File: src/rtl/i2stx_pkg.sv
package i2stx_pkg;

  localparam int REG_AW = 9;

  localparam logic [REG_AW-1:0] A_GLB_EN  = 9'h000;
  localparam logic [REG_AW-1:0] A_BLK_EN  = 9'h008;
  localparam logic [REG_AW-1:0] A_FLUSH   = 9'h018;
  localparam logic [REG_AW-1:0] A_LEFT    = 9'h020;
  localparam logic [REG_AW-1:0] A_RIGHT   = 9'h024;
  localparam logic [REG_AW-1:0] A_CH_EN   = 9'h02C;
  localparam logic [REG_AW-1:0] A_RES     = 9'h034;
  localparam logic [REG_AW-1:0] A_STAT    = 9'h038;
  localparam logic [REG_AW-1:0] A_MASK    = 9'h03C;
  localparam logic [REG_AW-1:0] A_OVR_CLR = 9'h044;
  localparam logic [REG_AW-1:0] A_THR     = 9'h04C;

  // bit positions of the two interrupt sources (status and mask)
  localparam int BIT_LOW = 4;
  localparam int BIT_OVR = 5;

  typedef struct packed {
    logic glb;
    logic blk;
    logic ch;
  } enables_t;

  // sample width selected by the resolution code
  function automatic int unsigned res_width(input logic [2:0] code);
    case (code)
      3'd1:    return 12;
      3'd2:    return 16;
      3'd3:    return 20;
      3'd4:    return 24;
      default: return 32;
    endcase
  endfunction

endpackage

File: src/rtl/i2stx_fifo.sv
module i2stx_fifo #(
  parameter int WIDTH = 64,
  parameter int DEPTH = 8,
  localparam int PTR_W = (DEPTH > 1) ? $clog2(DEPTH) : 1,
  localparam int LVL_W = $clog2(DEPTH + 1)
) (
  input  logic             clk,
  input  logic             rst_n,
  input  logic             push,
  input  logic [WIDTH-1:0] push_data,
  input  logic             pop,
  input  logic             flush,
  output logic [WIDTH-1:0] head,
  output logic [LVL_W-1:0] level,
  output logic             full,
  output logic             empty
);

  logic [WIDTH-1:0] mem [DEPTH];
  logic [PTR_W-1:0] wr_ptr_q, wr_ptr_d, rd_ptr_q, rd_ptr_d;
  logic [LVL_W-1:0] lvl_q, lvl_d;
  logic             push_ok, pop_ok;

  assign full    = (lvl_q == LVL_W'(DEPTH));
  assign empty   = (lvl_q == '0);
  assign push_ok = push && !full && !flush;
  assign pop_ok  = pop && !empty && !flush;
  assign head    = mem[rd_ptr_q];
  assign level   = lvl_q;

  function automatic logic [PTR_W-1:0] bump(input logic [PTR_W-1:0] p);
    return (p == PTR_W'(DEPTH - 1)) ? '0 : p + 1'b1;
  endfunction

  always_comb begin
    wr_ptr_d = wr_ptr_q;
    rd_ptr_d = rd_ptr_q;
    lvl_d    = lvl_q;
    if (flush) begin
      wr_ptr_d = '0;
      rd_ptr_d = '0;
      lvl_d    = '0;
    end else begin
      if (push_ok) wr_ptr_d = bump(wr_ptr_q);
      if (pop_ok)  rd_ptr_d = bump(rd_ptr_q);
      if (push_ok && !pop_ok)      lvl_d = lvl_q + 1'b1;
      else if (pop_ok && !push_ok) lvl_d = lvl_q - 1'b1;
    end
  end

  always_ff @(posedge clk or negedge rst_n) begin
    if (!rst_n) begin
      wr_ptr_q <= '0;
      rd_ptr_q <= '0;
      lvl_q    <= '0;
    end else begin
      wr_ptr_q <= wr_ptr_d;
      rd_ptr_q <= rd_ptr_d;
      lvl_q    <= lvl_d;
    end
  end

  always_ff @(posedge clk) begin
    if (push_ok) mem[wr_ptr_q] <= push_data;
  end

  assert_no_overflow_R3: assert property (@(posedge clk) disable iff (!rst_n)
    lvl_q <= LVL_W'(DEPTH));

  assert_flush_empties_R11: assert property (@(posedge clk) disable iff (!rst_n)
    flush |=> (level == '0));

  assert_full_holds_R9: assert property (@(posedge clk) disable iff (!rst_n)
    (full && !pop && !flush) |=> full);

endmodule

File: src/rtl/i2stx_regs.sv
module i2stx_regs
  import i2stx_pkg::*;
#(
  parameter int DATA_W = 32,
  parameter int LVL_W  = 4
) (
  input  logic                clk,
  input  logic                rst_n,
  input  logic                wr_en,
  input  logic                rd_en,
  input  logic [REG_AW-1:0]   addr,
  input  logic [DATA_W-1:0]   wdata,
  output logic [DATA_W-1:0]   rdata,
  input  logic [LVL_W-1:0]    fifo_level,
  input  logic                fifo_full,
  output enables_t            en,
  output logic [2:0]          res_code,
  output logic                push,
  output logic [2*DATA_W-1:0] push_data,
  output logic                flush,
  output logic                low_flag,
  output logic                ovr_flag,
  output logic                irq
);

  enables_t          en_q, en_d;
  logic [2:0]        res_q, res_d;
  logic [1:0]        mask_q, mask_d;
  logic [LVL_W-1:0]  thr_q, thr_d;
  logic [DATA_W-1:0] left_q;
  logic              left_we;
  logic              ovr_q, ovr_d;
  logic              clr_access;

  assign left_we    = wr_en && (addr == A_LEFT);
  assign clr_access = (wr_en || rd_en) && (addr == A_OVR_CLR);
  assign push_data  = {left_q, wdata};

  always_comb begin
    en_d   = en_q;
    res_d  = res_q;
    mask_d = mask_q;
    thr_d  = thr_q;
    ovr_d  = ovr_q;
    push   = 1'b0;
    flush  = 1'b0;
    if (wr_en) begin
      case (addr)
        A_GLB_EN: en_d.glb = wdata[0];
        A_BLK_EN: en_d.blk = wdata[0];
        A_CH_EN:  en_d.ch  = wdata[0];
        A_RES:    res_d    = wdata[2:0];
        A_MASK:   mask_d   = wdata[BIT_OVR:BIT_LOW];
        A_THR:    thr_d    = wdata[LVL_W-1:0];
        A_FLUSH:  flush    = wdata[0];
        A_RIGHT: begin
          if (fifo_full) ovr_d = 1'b1;
          else           push  = 1'b1;
        end
        default: ;
      endcase
    end
    if (clr_access) ovr_d = 1'b0;
  end

  always_ff @(posedge clk or negedge rst_n) begin
    if (!rst_n) begin
      en_q   <= '0;
      res_q  <= 3'd2;
      mask_q <= 2'b11;
      thr_q  <= '0;
      ovr_q  <= 1'b0;
    end else begin
      en_q   <= en_d;
      res_q  <= res_d;
      mask_q <= mask_d;
      thr_q  <= thr_d;
      ovr_q  <= ovr_d;
    end
  end

  always_ff @(posedge clk or negedge rst_n) begin
    if (!rst_n)       left_q <= '0;
    else if (left_we) left_q <= wdata;
  end

  assign en       = en_q;
  assign res_code = res_q;
  assign low_flag = (fifo_level <= thr_q);
  assign ovr_flag = ovr_q;
  assign irq      = (low_flag && !mask_q[0]) || (ovr_q && !mask_q[1]);

  always_comb begin
    rdata = '0;
    if (rd_en) begin
      case (addr)
        A_GLB_EN:  rdata[0] = en_q.glb;
        A_BLK_EN:  rdata[0] = en_q.blk;
        A_CH_EN:   rdata[0] = en_q.ch;
        A_RES:     rdata[2:0] = res_q;
        A_MASK:    rdata[BIT_OVR:BIT_LOW] = mask_q;
        A_THR:     rdata[LVL_W-1:0] = thr_q;
        A_OVR_CLR: rdata[0] = ovr_q;
        A_STAT: begin
          rdata[BIT_LOW] = low_flag;
          rdata[BIT_OVR] = ovr_q;
        end
        default: ;
      endcase
    end
  end

  assert_ovr_set_R9: assert property (@(posedge clk) disable iff (!rst_n)
    (wr_en && addr == A_RIGHT && fifo_full) |=> ovr_flag);

  assert_ovr_clear_R9: assert property (@(posedge clk) disable iff (!rst_n)
    clr_access |=> !ovr_flag);

  assert_irq_source_R10: assert property (@(posedge clk) disable iff (!rst_n)
    irq |-> (low_flag || ovr_flag));

endmodule

File: src/rtl/i2stx_serial.sv
module i2stx_serial
  import i2stx_pkg::*;
#(
  parameter int SLOT = 32,
  parameter int SYNC = 2
) (
  input  logic              clk,
  input  logic              rst_n,
  input  logic              sck_i,
  input  logic              ws_i,
  input  logic              active,
  input  logic              fifo_empty,
  input  logic [2*SLOT-1:0] head,
  input  logic [2:0]        res_code,
  output logic              pop,
  output logic              sd_o
);

  logic [SYNC-1:0] sck_sync, ws_sync;
  logic            sck_old;
  logic            fall, ws_cur;
  logic            ws_prev_q, ws_prev_d;
  logic [SLOT-1:0] shreg_q, shreg_d, rhold_q, rhold_d;
  logic            sd_q, sd_d;

  always_ff @(posedge clk or negedge rst_n) begin
    if (!rst_n) begin
      sck_sync <= '0;
      ws_sync  <= '0;
      sck_old  <= 1'b0;
    end else begin
      sck_sync <= {sck_sync[SYNC-2:0], sck_i};
      ws_sync  <= {ws_sync[SYNC-2:0], ws_i};
      sck_old  <= sck_sync[SYNC-1];
    end
  end

  assign fall   = sck_old && !sck_sync[SYNC-1];
  assign ws_cur = ws_sync[SYNC-1];

  function automatic logic [SLOT-1:0] align(input logic [SLOT-1:0] s,
                                            input logic [2:0] code);
    int unsigned nb;
    nb = res_width(code);
    if (nb > SLOT) nb = SLOT;
    return s << (SLOT - nb);
  endfunction

  always_comb begin
    shreg_d   = shreg_q;
    rhold_d   = rhold_q;
    sd_d      = sd_q;
    ws_prev_d = ws_prev_q;
    pop       = 1'b0;
    if (fall) begin
      sd_d      = shreg_q[SLOT-1];
      shreg_d   = shreg_q << 1;
      ws_prev_d = ws_cur;
      if (ws_cur != ws_prev_q) begin
        if (!ws_cur) begin
          if (active && !fifo_empty) begin
            pop     = 1'b1;
            shreg_d = align(head[2*SLOT-1:SLOT], res_code);
            rhold_d = align(head[SLOT-1:0], res_code);
          end else begin
            shreg_d = '0;
            rhold_d = '0;
          end
        end else begin
          shreg_d = active ? rhold_q : '0;
        end
      end
    end
  end

  always_ff @(posedge clk or negedge rst_n) begin
    if (!rst_n) begin
      shreg_q   <= '0;
      rhold_q   <= '0;
      sd_q      <= 1'b0;
      ws_prev_q <= 1'b0;
    end else begin
      shreg_q   <= shreg_d;
      rhold_q   <= rhold_d;
      sd_q      <= sd_d;
      ws_prev_q <= ws_prev_d;
    end
  end

  assign sd_o = sd_q;

  assert_pop_gated_R6: assert property (@(posedge clk) disable iff (!rst_n)
    pop |-> (active && !fifo_empty));

  assert_sd_on_fall_R4: assert property (@(posedge clk) disable iff (!rst_n)
    !fall |=> $stable(sd_o));

endmodule

File: src/rtl/i2s_tx_core.sv
module i2s_tx_core
  import i2stx_pkg::*;
#(
  parameter int DATA_W      = 32,
  parameter int FIFO_DEPTH  = 8,
  parameter int SYNC_STAGES = 2
) (
  input  logic              clk,
  input  logic              rst_n,
  input  logic              wr_en,
  input  logic              rd_en,
  input  logic [REG_AW-1:0] addr,
  input  logic [DATA_W-1:0] wdata,
  output logic [DATA_W-1:0] rdata,
  input  logic              sck_i,
  input  logic              ws_i,
  output logic              sd_o,
  output logic              irq_o,
  output logic              fifo_low_o,
  output logic              overrun_o
);

  localparam int LVL_W = $clog2(FIFO_DEPTH + 1);

  logic [1:0]          rst_pipe;
  logic                rst_core_n;
  enables_t            en;
  logic [2:0]          res_code;
  logic                push, pop, flush, full, empty;
  logic [2*DATA_W-1:0] push_data, head;
  logic [LVL_W-1:0]    level;
  logic                active;

  always_ff @(posedge clk or negedge rst_n) begin
    if (!rst_n) rst_pipe <= '0;
    else        rst_pipe <= {rst_pipe[0], 1'b1};
  end
  assign rst_core_n = rst_pipe[1];

  assign active = en.glb && en.blk && en.ch;

  i2stx_regs #(.DATA_W(DATA_W), .LVL_W(LVL_W)) u_regs (
    .clk(clk), .rst_n(rst_core_n), .wr_en(wr_en), .rd_en(rd_en),
    .addr(addr), .wdata(wdata), .rdata(rdata),
    .fifo_level(level), .fifo_full(full), .en(en), .res_code(res_code),
    .push(push), .push_data(push_data), .flush(flush),
    .low_flag(fifo_low_o), .ovr_flag(overrun_o), .irq(irq_o)
  );

  i2stx_fifo #(.WIDTH(2*DATA_W), .DEPTH(FIFO_DEPTH)) u_fifo (
    .clk(clk), .rst_n(rst_core_n), .push(push), .push_data(push_data),
    .pop(pop), .flush(flush), .head(head), .level(level),
    .full(full), .empty(empty)
  );

  i2stx_serial #(.SLOT(DATA_W), .SYNC(SYNC_STAGES)) u_serial (
    .clk(clk), .rst_n(rst_core_n), .sck_i(sck_i), .ws_i(ws_i),
    .active(active), .fifo_empty(empty), .head(head), .res_code(res_code),
    .pop(pop), .sd_o(sd_o)
  );

endmodule

File: config.mk
export PLATFORM = sky130hd
export DESIGN_NAME = i2s_tx_core
export DESIGN_NICKNAME = d
export VERILOG_FILES = /design/src/rtl/i2stx_pkg.sv /design/src/rtl/i2stx_fifo.sv /design/src/rtl/i2stx_regs.sv /design/src/rtl/i2stx_serial.sv /design/src/rtl/i2s_tx_core.sv
export SDC_FILE = /design/constraint.sdc
export NUM_CORES = 1
export LEC_CHECK = 0
export BUFFER_PORTS_ARGS = -buffer_cell sky130_fd_sc_hd__buf_2
export CAP_MARGIN = 20
export CORE_UTILIZATION = 58
export CTS_BUF_LIST = sky130_fd_sc_hd__clkbuf_8
export DETAILED_ROUTE_END_ITERATION = 8
export GPL_TIMING_DRIVEN = 0
export PLACE_DENSITY = 0.78
export SYNTH_ARGS = -nofsm -noshare
export SYNTH_HDL_FRONTEND = slang
export SYNTH_SLANG_ARGS = --single-unit
File: constraint.sdc
create_clock -name clk -period 4.04 [get_ports clk]
set_input_delay 0.404 -clock clk [delete_from_list [all_inputs] [get_ports clk]]
set_output_delay 0.404 -clock clk [all_outputs]
set_load 0.05 [all_outputs]
==> results of run 1 <==
[area by class of cell]
type | instances | area share (%)
sequential | 640 | 59.8
multi-input combinational | 857 | 25.4
clock buffer | 116 | 5.14
timing repair buffer | 105 | 3.74
tap | 600 | 2.41
buffer | 112 | 2.30
clock inverter | 65 | 0.990
inverter | 21 | 0.258
[sequential cells by signal, summed over array words and instances (netlist names)]
register	cells
u_fifo.mem	512
u_regs.left_q	32
u_serial.rhold_q	32
u_serial.shreg_q	32
u_fifo.level	4
u_regs.thr_q	4
u_fifo.rd_ptr_q	3
u_fifo.wr_ptr_q	3
u_regs.en	3
u_regs.res_code	3
rst_pipe	2
u_regs.mask_q	2
u_serial.sck_sync	2
u_serial.ws_sync	2
u_regs.ovr_flag	1
u_serial.sck_old	1
u_serial.sd_o	1
u_serial.ws_prev_q	1
[layer usage]
layer / GRT usage [%] / vias up
met3: 6.08 / 177
met5: 0 / -
li1: - / 6840
met1: 45.4 / 8329
met4: 13.1 / 0
met2: 49.7 / 1062
[kinds of logic (layout without fill, tap and decap cells)]
group	Yosys count	in the layout	synth area share, %
flip-flops	640	640	68.7
buffers and inverters	136	419	2.93
AND/OR/NAND/NOR	325	325	5.56
AO/OA/AOI/OAI	227	227	5.74
other	2	27	0.0277
multiplexers	261	261	16.3
XOR/XNOR	3	3	0.0971
adder cells (fa/ha/maj)	14	14	0.675
[placed cells by master, fill, tap and decap left out, drive strengths merged, types with 9 or more instances in the layout]
cell type / count
a22o: 9
edfxtp: 512
or3: 17
dlygate4sd3: 20
nor2b: 10
clkinv: 25
nor3: 20
mux2: 75
ha: 13
nand2: 135
a21oi: 40
buf: 167
nand3: 29
clkbuf: 146
dfrtp: 125
conb: 27
mux2i: 52
nand2b: 9
a222oi: 10
a221oi: 20
mux4: 134
nor2: 68
o21ai: 63
o211ai: 20
inv: 59
[worst paths after layout]
path / slack, ns / depth (start not counted) / to / from
hold reg to reg: 0.24 / 0 / u_regs.left_q[2] / rst_pipe[1]
min in group asynchronous: 0.24 / 0 / u_regs.left_q[2] / rst_pipe[1]
setup reg to reg: 0.12 / 12 / u_serial.shreg_q[8] / u_regs.res_code[0]
hold / removal: 0.05 / 1 / u_fifo.mem[2][6] / wdata[6]
max in group asynchronous: 2.80 / 2 / u_regs.left_q[24] / rst_pipe[1]
setup / recovery: 0.12 / 12 / u_serial.shreg_q[8] / u_regs.res_code[0]
[timing repair]
item                       in CTS  in global routing
hold endpoints to repair      115                  0
gates resized for setup        17                  4
setup endpoints to repair      65                 36
pin swaps                       0                  1
cloned                          0                  0
hold buffers                   20                  0
setup buffers                   0                  1
[through the flow]
step	area [um2]	power (mW)
floorplan	27200	7.91
global placement	28200	8.18
detailed placement	28900	8.22
CTS	31100	13.3
global route	31100	13.7
finish	31100	13.3
[report_power, final]
group          internal, mW  switching [mW]
clock network          2.68            2.49
registers              7.21          0.0926
logic                 0.282           0.548
==> impl_metrics.json, run 1 <==
{
  "cp_max_fo": 19,
  "synth_common_cells": "edfxtp_1 (512), nand2_1 (135), mux4_2 (127)",
  "met2_wirelength_um": 34800,
  "seq_area_mm2": 0.0186,
  "outcome": "finished, final reports clean",
  "core-area_mm2": 0.0457,
  "synth_edf_count": 512,
  "start_util_pct": 59.3,
  "ios": 83,
  "endpoint_kind": "flip-flop",
  "dp.cells": 2317,
  "synth.ff_latch_count": 640,
  "rows": 78,
  "synth-seq-area-share_pct": 68.7,
  "finalMaxSlewViolations": 0,
  "setup_tns_ns": 0,
  "hpwl_um": 51700,
  "drt-met1-wl_um": 29300,
  "holdWs_ns": 0.0460,
  "cts_root_buffer": "clkbuf_8",
  "crit_type": "reg -> reg",
  "synth_top_area_share_pct": 56.8,
  "clock-sinks": 640,
  "firstDrtPassIters": 5,
  "multi_input_area_mm2": 0.00789,
  "synthFlopType": "edfxtp_1",
  "grt_pass1_wl_um": 107000,
  "drv_cap": 0,
  "wirelength_um": 74100,
  "required_ns": 4.58,
  "fillers": 2998,
  "via_per_inst": 6.52,
  "avgSynthCellArea_um2": 16.8,
  "dpl_worst_slack_ns": -0.760,
  "rsz0062_at_grt": "false",
  "die_area_mm2": 0.0475,
  "p_leak_nw": 11.9,
  "yosysTopAreaCell": "edfxtp_1",
  "die_y_um": 218,
  "relSlewSlack_pct": 28.1,
  "grt_pass1_vias": 16300,
  "yosysMostFrequentCell": "edfxtp_1",
  "final.setup.worst_slack_ns": 0.122,
  "synth_cell_types": 70,
  "diodes": 0,
  "port_buffers": 56,
  "min-delay-path-class": "in -> reg",
  "grt.total_usage_pct": 32.1,
  "drive_gt1_share_pct": 27.6,
  "critPathTopFamily": "buffers and inverters",
  "place_congestion": 1.01,
  "max_slew.worst_pin.slew_ns": 1.07,
  "antenna_found_initial": 0,
  "critPathLaunchType": "flip-flop",
  "num_vias": 16400,
  "dr.max_layer_used": "met4",
  "area_growth_pct": 14.9,
  "overflow": 0,
  "finish.utilization_pct": 68.1,
  "clk_latency_ns": 0.70,
  "clk_pin_slew_ns": 0.07,
  "stdcell_count": 2516,
  "synthArstFlopShare_pct": 20.0,
  "netlist_instances": 1608,
  "ir_worst_vdd_v": 0.000360,
  "antenna_left": 0,
  "cts_buffer_depth": 3,
  "wl_per_cell_um": 29.5,
  "post-route-min-period_ns": 3.92,
  "powerDensity_mw_per_mm2": 428,
  "slowest_stage": "ha_1",
  "fin_worst_skew_ns": 0.0437,
  "syn_area_mm2": 0.0271,
  "htreeDepth": 3,
  "fmax_mhz": 255,
  "path_cells": "nor2b_1 > inv_1 > buf_6 > clkbuf_4 > clkbuf_4 > a21o_1 > ha_1 > clkbuf_2 > clkbuf_2 > o21ai_0 > a221oi_1 > a21oi_1",
  "hold_viol_final": 0,
  "die_w_um": 218,
  "drtIter0Drc": 2262,
  "dr_wl_met3_um": 7160,
  "cts_tree": "done",
  "drc": 0,
  "period_share_pct": 97.0,
  "nets": 1896,
  "grt_max_degree": 61,
  "numCtsBuffers": 98,
  "cp.arrival_ns": 4.46,
  "setup_violations": 0,
  "path_buf_inv": 6,
  "yosysWarnings": 0,
  "yosys-top-cells-area": "edfxtp_1 (57%), dfrtp_1 (12%), mux4_2 (11%), mux2_2 (3.1%), mux2i_1 (1.9%)",
  "cp_slowest_stage_delay_ns": 0.52
}
No activity file was read; power rests on OpenSTA's default activity.
==> run 2, diff against run 1 <==
BUFFER_PORTS_ARGS = -buffer_cell sky130_fd_sc_hd__buf_4   (was -buffer_cell sky130_fd_sc_hd__buf_2)
SETUP_SLACK_MARGIN = 0.4   (was default)
==> impl_metrics.json, run 2 (synthesized netlist as in run 1, its figures left out) <==
{
  "outcome": "finished, final reports clean",
  "drtIter0Drc": 2115,
  "slowest_stage": "or4b_1",
  "whs_endpoint": "u_fifo.mem[7][0]",
  "clock-sinks": 640,
  "die_y_um": 218,
  "clk_latency_ns": 0.73,
  "overflow": 0,
  "netSwitchingFraction_pct": 24.1,
  "grt_max_degree": 67,
  "regMostFlops": "u_fifo.mem",
  "worstHoldPathCells": 1,
  "hpwl_um": 52900,
  "antenna_found_initial": 1,
  "antenna_left": 0,
  "most-common-layout-cells": "edfxtp_1 (512), nand2_1 (130), mux4_2 (127), dfrtp_1 (123)",
  "area_growth_pct": 17.1,
  "start_util_pct": 59.3,
  "crit_path_start": "u_regs.res_code[2]",
  "cp_slowest_stage_delay_ns": 0.50,
  "power_frac_seq_pct": 54.8,
  "reg2reg_slack_ns": 0.50,
  "p_int_mw": 10.1,
  "period_share_pct": 87.7,
  "endpoint_kind": "flip-flop",
  "max_slew.worst_pin.slew_ns": 0.988,
  "crit_type": "reg -> reg",
  "cts_root_buffer": "clkbuf_8",
  "switchingPower_mw": 3.21,
  "wl_per_cell_um": 29.5,
  "port_buffers": 56,
  "grt_pass1_wl_um": 110000,
  "post-route-min-period_ns": 3.54,
  "critPathLaunchType": "flip-flop",
  "die_w_um": 218,
  "via_per_inst": 6.52,
  "htreeDepth": 3,
  "reg2reg_from": "u_regs.res_code[2]",
  "layout_commonest_cell": "edfxtp_1",
  "finalMaxSlewViolations": 0,
  "fmax_mhz": 282,
  "setup_tns_ns": 0,
  "p_clk_share_pct": 38.5,
  "num_vias": 16600,
  "rsz0062_at_grt": "false",
  "rr_worst_depth": 15,
  "setup_violations": 0,
  "drive_gt1_share_pct": 29.5,
  "cp.arrival_ns": 4.15,
  "nets": 1931,
  "hold_viol_final": 0,
  "drv_cap": 0,
  "min-delay-start": "wdata[0]",
  "core-area_mm2": 0.0457,
  "clk_pin_slew_ns": 0.07,
  "required_ns": 4.65,
  "numCtsBuffers": 99,
  "cts_tree": "done",
  "diodes": 0,
  "wirelength_um": 75300,
  "place_congestion": 0.963,
  "p_leak_nw": 12.1,
  "holdWs_ns": 0.0471,
  "drc": 0,
  "powerDensity_mw_per_mm2": 420,
  "die_area_mm2": 0.0475,
  "ir_worst_vdd_v": 0.000403,
  "relSlewSlack_pct": 34.1,
  "min-delay-path-class": "in -> reg",
  "firstDrtPassIters": 8,
  "cts_buffer_depth": 3,
  "cp_max_fo": 10,
  "fin_worst_skew_ns": 0.0592,
  "grt_pass1_vias": 16600,
  "power_frac_comb_pct": 6.6,
  "ios": 83,
  "path_cells": "nor2b_4 > inv_2 > buf_8 > buf_6 > clkbuf_4 > clkbuf_8 > a21o_1 > ha_1 > or4b_1 > and4_4 > buf_6 > nor2_4 > nand2_1 > o32ai_2 > a221o_1",
  "r2r_end": "u_serial.rhold_q[20]",
  "largest_reg_flops": 512,
  "cp_common_cell": "buf_6",
  "fillers": 2955,
  "rows": 78,
  "grt.total_usage_pct": 32.8
}
## run 2: cell count changes in the layout (fill, tap and decap cells not counted), sizes merged
cell / before / now
buf: 167 / 186
clkinv: 25 / 40
clkbuf: 146 / 134
dlygate4sd3: 20 / 35
bufinv: 1 / 2
clkdlybuf4s15: 0 / 1
## run 2: routing by layer
metal | routed length [um] | vias up | part of all wire (%) | track usage [%]
li1 | - | 6932 | - | -
met1 | 30100 | 8561 | 40 | 46.5
met2 | 35200 | 971 | 47 | 49.8
met3 | 6710 | 180 | 8.9 | 6.58
met4 | 3220 | 2 | 4.3 | 14.8
met5 | 19 | - | 0.025 | 0
## run 2: area by class of cell
cell class,instances,area (um2),area share (%)
well taps,600,751,2.37
repair buffers,136,1590,5.01
clock inverters,81,438,1.38
flip-flops and latches,640,18600,58.6
multi-input cells,857,8010,25.3
plain buffers,115,798,2.52
clock buffers,105,1450,4.56
inverters,21,81.3,0.257
## run 2: through the flow
step	power, mW	worst slack, ns	instances	instance area (um2)	util (%)
finish	13.3	0.497	2555	31700	69.4
global route	13.7	0.414	2555	31700	69.4
CTS	13.3	0.396	2542	31500	69.0
detailed placement	8.24	-0.821	2319	29100	63.8
global placement	8.21	-1.85	2289	28400	62.2
floorplan	7.91	0.352	1633	27200	-
## run 2: critical path, delay by kind of cell (launching register included)
kind,cells,cell delay [ns]
flip-flops,1,0.43
buffers and inverters,6,0.97
AO/OA/AOI/OAI,3,0.65
adder cells (fa/ha/maj),1,0.22
AND/OR/NAND/NOR,5,1.19
## run 2: worst max path at each step
stage	to	slack, ns
finish	u_serial.rhold_q[20]	0.50
global route	u_fifo.level[3]	0.41
CTS	u_serial.shreg_q[9]	0.40
detailed placement	u_serial.shreg_q[26]	-0.82
global placement	u_fifo.mem[0][14]	-1.85
floorplan	u_fifo.mem[0][0]	0.35
## run 2: repair_timing
item / CTS / global route
pin swaps: 2 / 11
endpoints found under the setup margin: 67 / 49
gates resized for setup: 47 / 38
hold buffers: 35 / 0
setup buffers: 2 / 13
hold endpoints to repair: 275 / 0
## run 2: power by group through the flow
| stage | sequential, mW | combinational (mW) | clock [mW] |
|---|---|---|---|
| after floorplan | 7.43 | 0.485 | 0 |
| after global placement | 7.45 | 0.765 | 0 |
| after detailed placement | 7.43 | 0.810 | 0 |
| after CTS | 7.30 | 0.857 | 5.18 |
| after global routing | 7.31 | 0.942 | 5.47 |
| final | 7.30 | 0.884 | 5.13 |
==> run 3, diff against run 2 <==
CTS_CLUSTER_DIAMETER = 100   (was default)
PLACE_DENSITY = 0.82   (was 0.78)
==> impl_metrics.json, run 3 (synthesized netlist as in run 1, its figures left out) <==
{
  "outcome": "finished, final reports clean",
  "place_congestion": 0.993,
  "power_frac_comb_pct": 6.5,
  "via_per_inst": 6.57,
  "fmax_mhz": 277,
  "stdcell_count": 2541,
  "die_y_um": 218,
  "netSwitchingFraction_pct": 23.6,
  "setup_tns_ns": 0,
  "total_power_mw": 13.6,
  "antenna_left": 0,
  "max_slew.worst_pin.slew_ns": 0.986,
  "regMostFlops": "u_fifo.mem",
  "hold_viol_final": 0,
  "hpwl_um": 51700,
  "grt.total_usage_pct": 32.4,
  "layout_commonest_cell": "edfxtp_1",
  "drive_gt1_share_pct": 29.1,
  "p_clk_share_pct": 39.7,
  "start_util_pct": 59.3,
  "wirelength_um": 74600,
  "p_leak_nw": 12.1,
  "numCtsBuffers": 99,
  "rows": 78,
  "fillers": 2845,
  "port_buffers": 56,
  "ir_worst_vdd_v": 0.000365,
  "cts_tree": "done",
  "cp.arrival_ns": 4.22,
  "grt_pass1_wl_um": 109000,
  "cts_buffer_depth": 3,
  "cp_max_fo": 10,
  "post-route-min-period_ns": 3.61,
  "drtIter0Drc": 2103,
  "switchingPower_mw": 3.21,
  "setup_violations": 0,
  "fin_worst_skew_ns": 0.0241,
  "clk_pin_slew_ns": 0.06,
  "htreeDepth": 3,
  "core-area_mm2": 0.0457,
  "finalMaxSlewViolations": 0,
  "diodes": 0,
  "endpoint_kind": "flip-flop",
  "clk_latency_ns": 0.71,
  "wl_per_cell_um": 29.3,
  "clock-sinks": 640,
  "firstDrtPassIters": 8,
  "powerDensity_mw_per_mm2": 429,
  "num_vias": 16700,
  "p_int_mw": 10.4,
  "crit_type": "reg -> reg",
  "critPathLaunchType": "flip-flop",
  "power_frac_seq_pct": 53.8,
  "finish.utilization_pct": 69.3,
  "dp.cells": 2316,
  "drv_cap": 0,
  "cts_root_buffer": "clkbuf_8",
  "grt_pass1_vias": 16600,
  "ios": 83,
  "required_ns": 4.66,
  "rsz0062_at_grt": "true",
  "nets": 1916,
  "min-delay-path-class": "in -> reg",
  "area_growth_pct": 16.9,
  "most-common-layout-cells": "edfxtp_1 (512), nand2_1 (130), mux4_2 (127), dfrtp_1 (122), clkbuf_8 (116)",
  "drc": 0,
  "die_area_mm2": 0.0475,
  "antenna_found_initial": 0,
  "relSlewSlack_pct": 33.8,
  "largest_reg_flops": 512,
  "overflow": 0,
  "grt_max_degree": 62,
  "die_w_um": 218,
  "period_share_pct": 89.3
}
run 3: worst max-delay path, cell delays in order, from the launching register on:
cell and delay (ns):
dfrtp_1 0.40, inv_2 0.07, ha_1 0.26, clkbuf_4 0.18
inv_1 0.09, clkbuf_8 0.16, nand2_4 0.08, or4_1 0.42
buf_4 0.18, or2_2 0.29, ha_2 0.20, inv_1 0.08
ha_1 0.23, a21o_1 0.19, a21oi_2 0.15, xnor2_1 0.09
or3_1 0.32, a21oi_2 0.13
run 3: worst paths after layout:
path                                           from            endpoint  slack [ns]  cells past startpoint
worst max-delay path            u_serial.ws_sync[1]     u_fifo.level[3]        0.43                     17
worst min-delay path                        addr[0]        u_regs.en[2]        0.13                      4
worst max register to register  u_serial.ws_sync[1]     u_fifo.level[3]        0.43                     17
worst min register to register          rst_pipe[1]    u_regs.left_q[7]        0.29                      0
max in group asynchronous               rst_pipe[1]  u_regs.res_code[1]        2.80                      2
min in group asynchronous               rst_pipe[1]    u_regs.left_q[7]        0.29                      0
run 3: final cells by class:
type                            instances  area [um2]  share of cell area (%)
Clock buffer                          113        1560                    4.91
Sequential cell                       640       18600                    58.7
Timing Repair Buffer                  121        1420                    4.48
Multi-Input combinational cell        857        8020                    25.3
Buffer                                115         788                    2.49
Clock inverter                         74         444                    1.40
Tap cell                              600         751                    2.37
Inverter                               21        81.3                   0.257
run 3: what timing repair did:
action / 4_1_cts / 5_1_grt
resized for setup: 49 / 26
cloned: 0 / 0
setup endpoints to repair: 67 / 38
buffers inserted: 2 / 0
pin swaps: 3 / 2
hold buffers: 36 / 0
hold endpoints to repair: 273 / 0
run 3: power groups by stage:
stage | clock (mW) | sequential, mW | combinational (mW)
after floorplan | 0 | 7.43 | 0.485
after CTS | 5.44 | 7.30 | 0.859
final | 5.39 | 7.30 | 0.884
after global routing | 5.74 | 7.31 | 0.939
after global placement | 0 | 7.45 | 0.758
after detailed placement | 0 | 7.43 | 0.808
run 3: layer usage:
layer / vias to the layer above / part of all wire [%] / GRT usage, %
li1: 6900 / - / -
met3: 204 / 9.5 / 6.43
met1: 8496 / 39 / 44.4
met5: - / 0 / 0.208
met4: 0 / 4.7 / 16.0
met2: 1104 / 47 / 50.1
run 3: through the flow:
stage                     instance area, um2  hold slack, ns  setup WS (ns)
final                                  31600           0.126          0.432
after global routing                   31600           0.115          0.281
after CTS                              31600          0.0484          0.420
after detailed placement               29000           0.192         -0.825
after global placement                 28400           0.186          -1.63
after floorplan                        27200           0.108          0.352
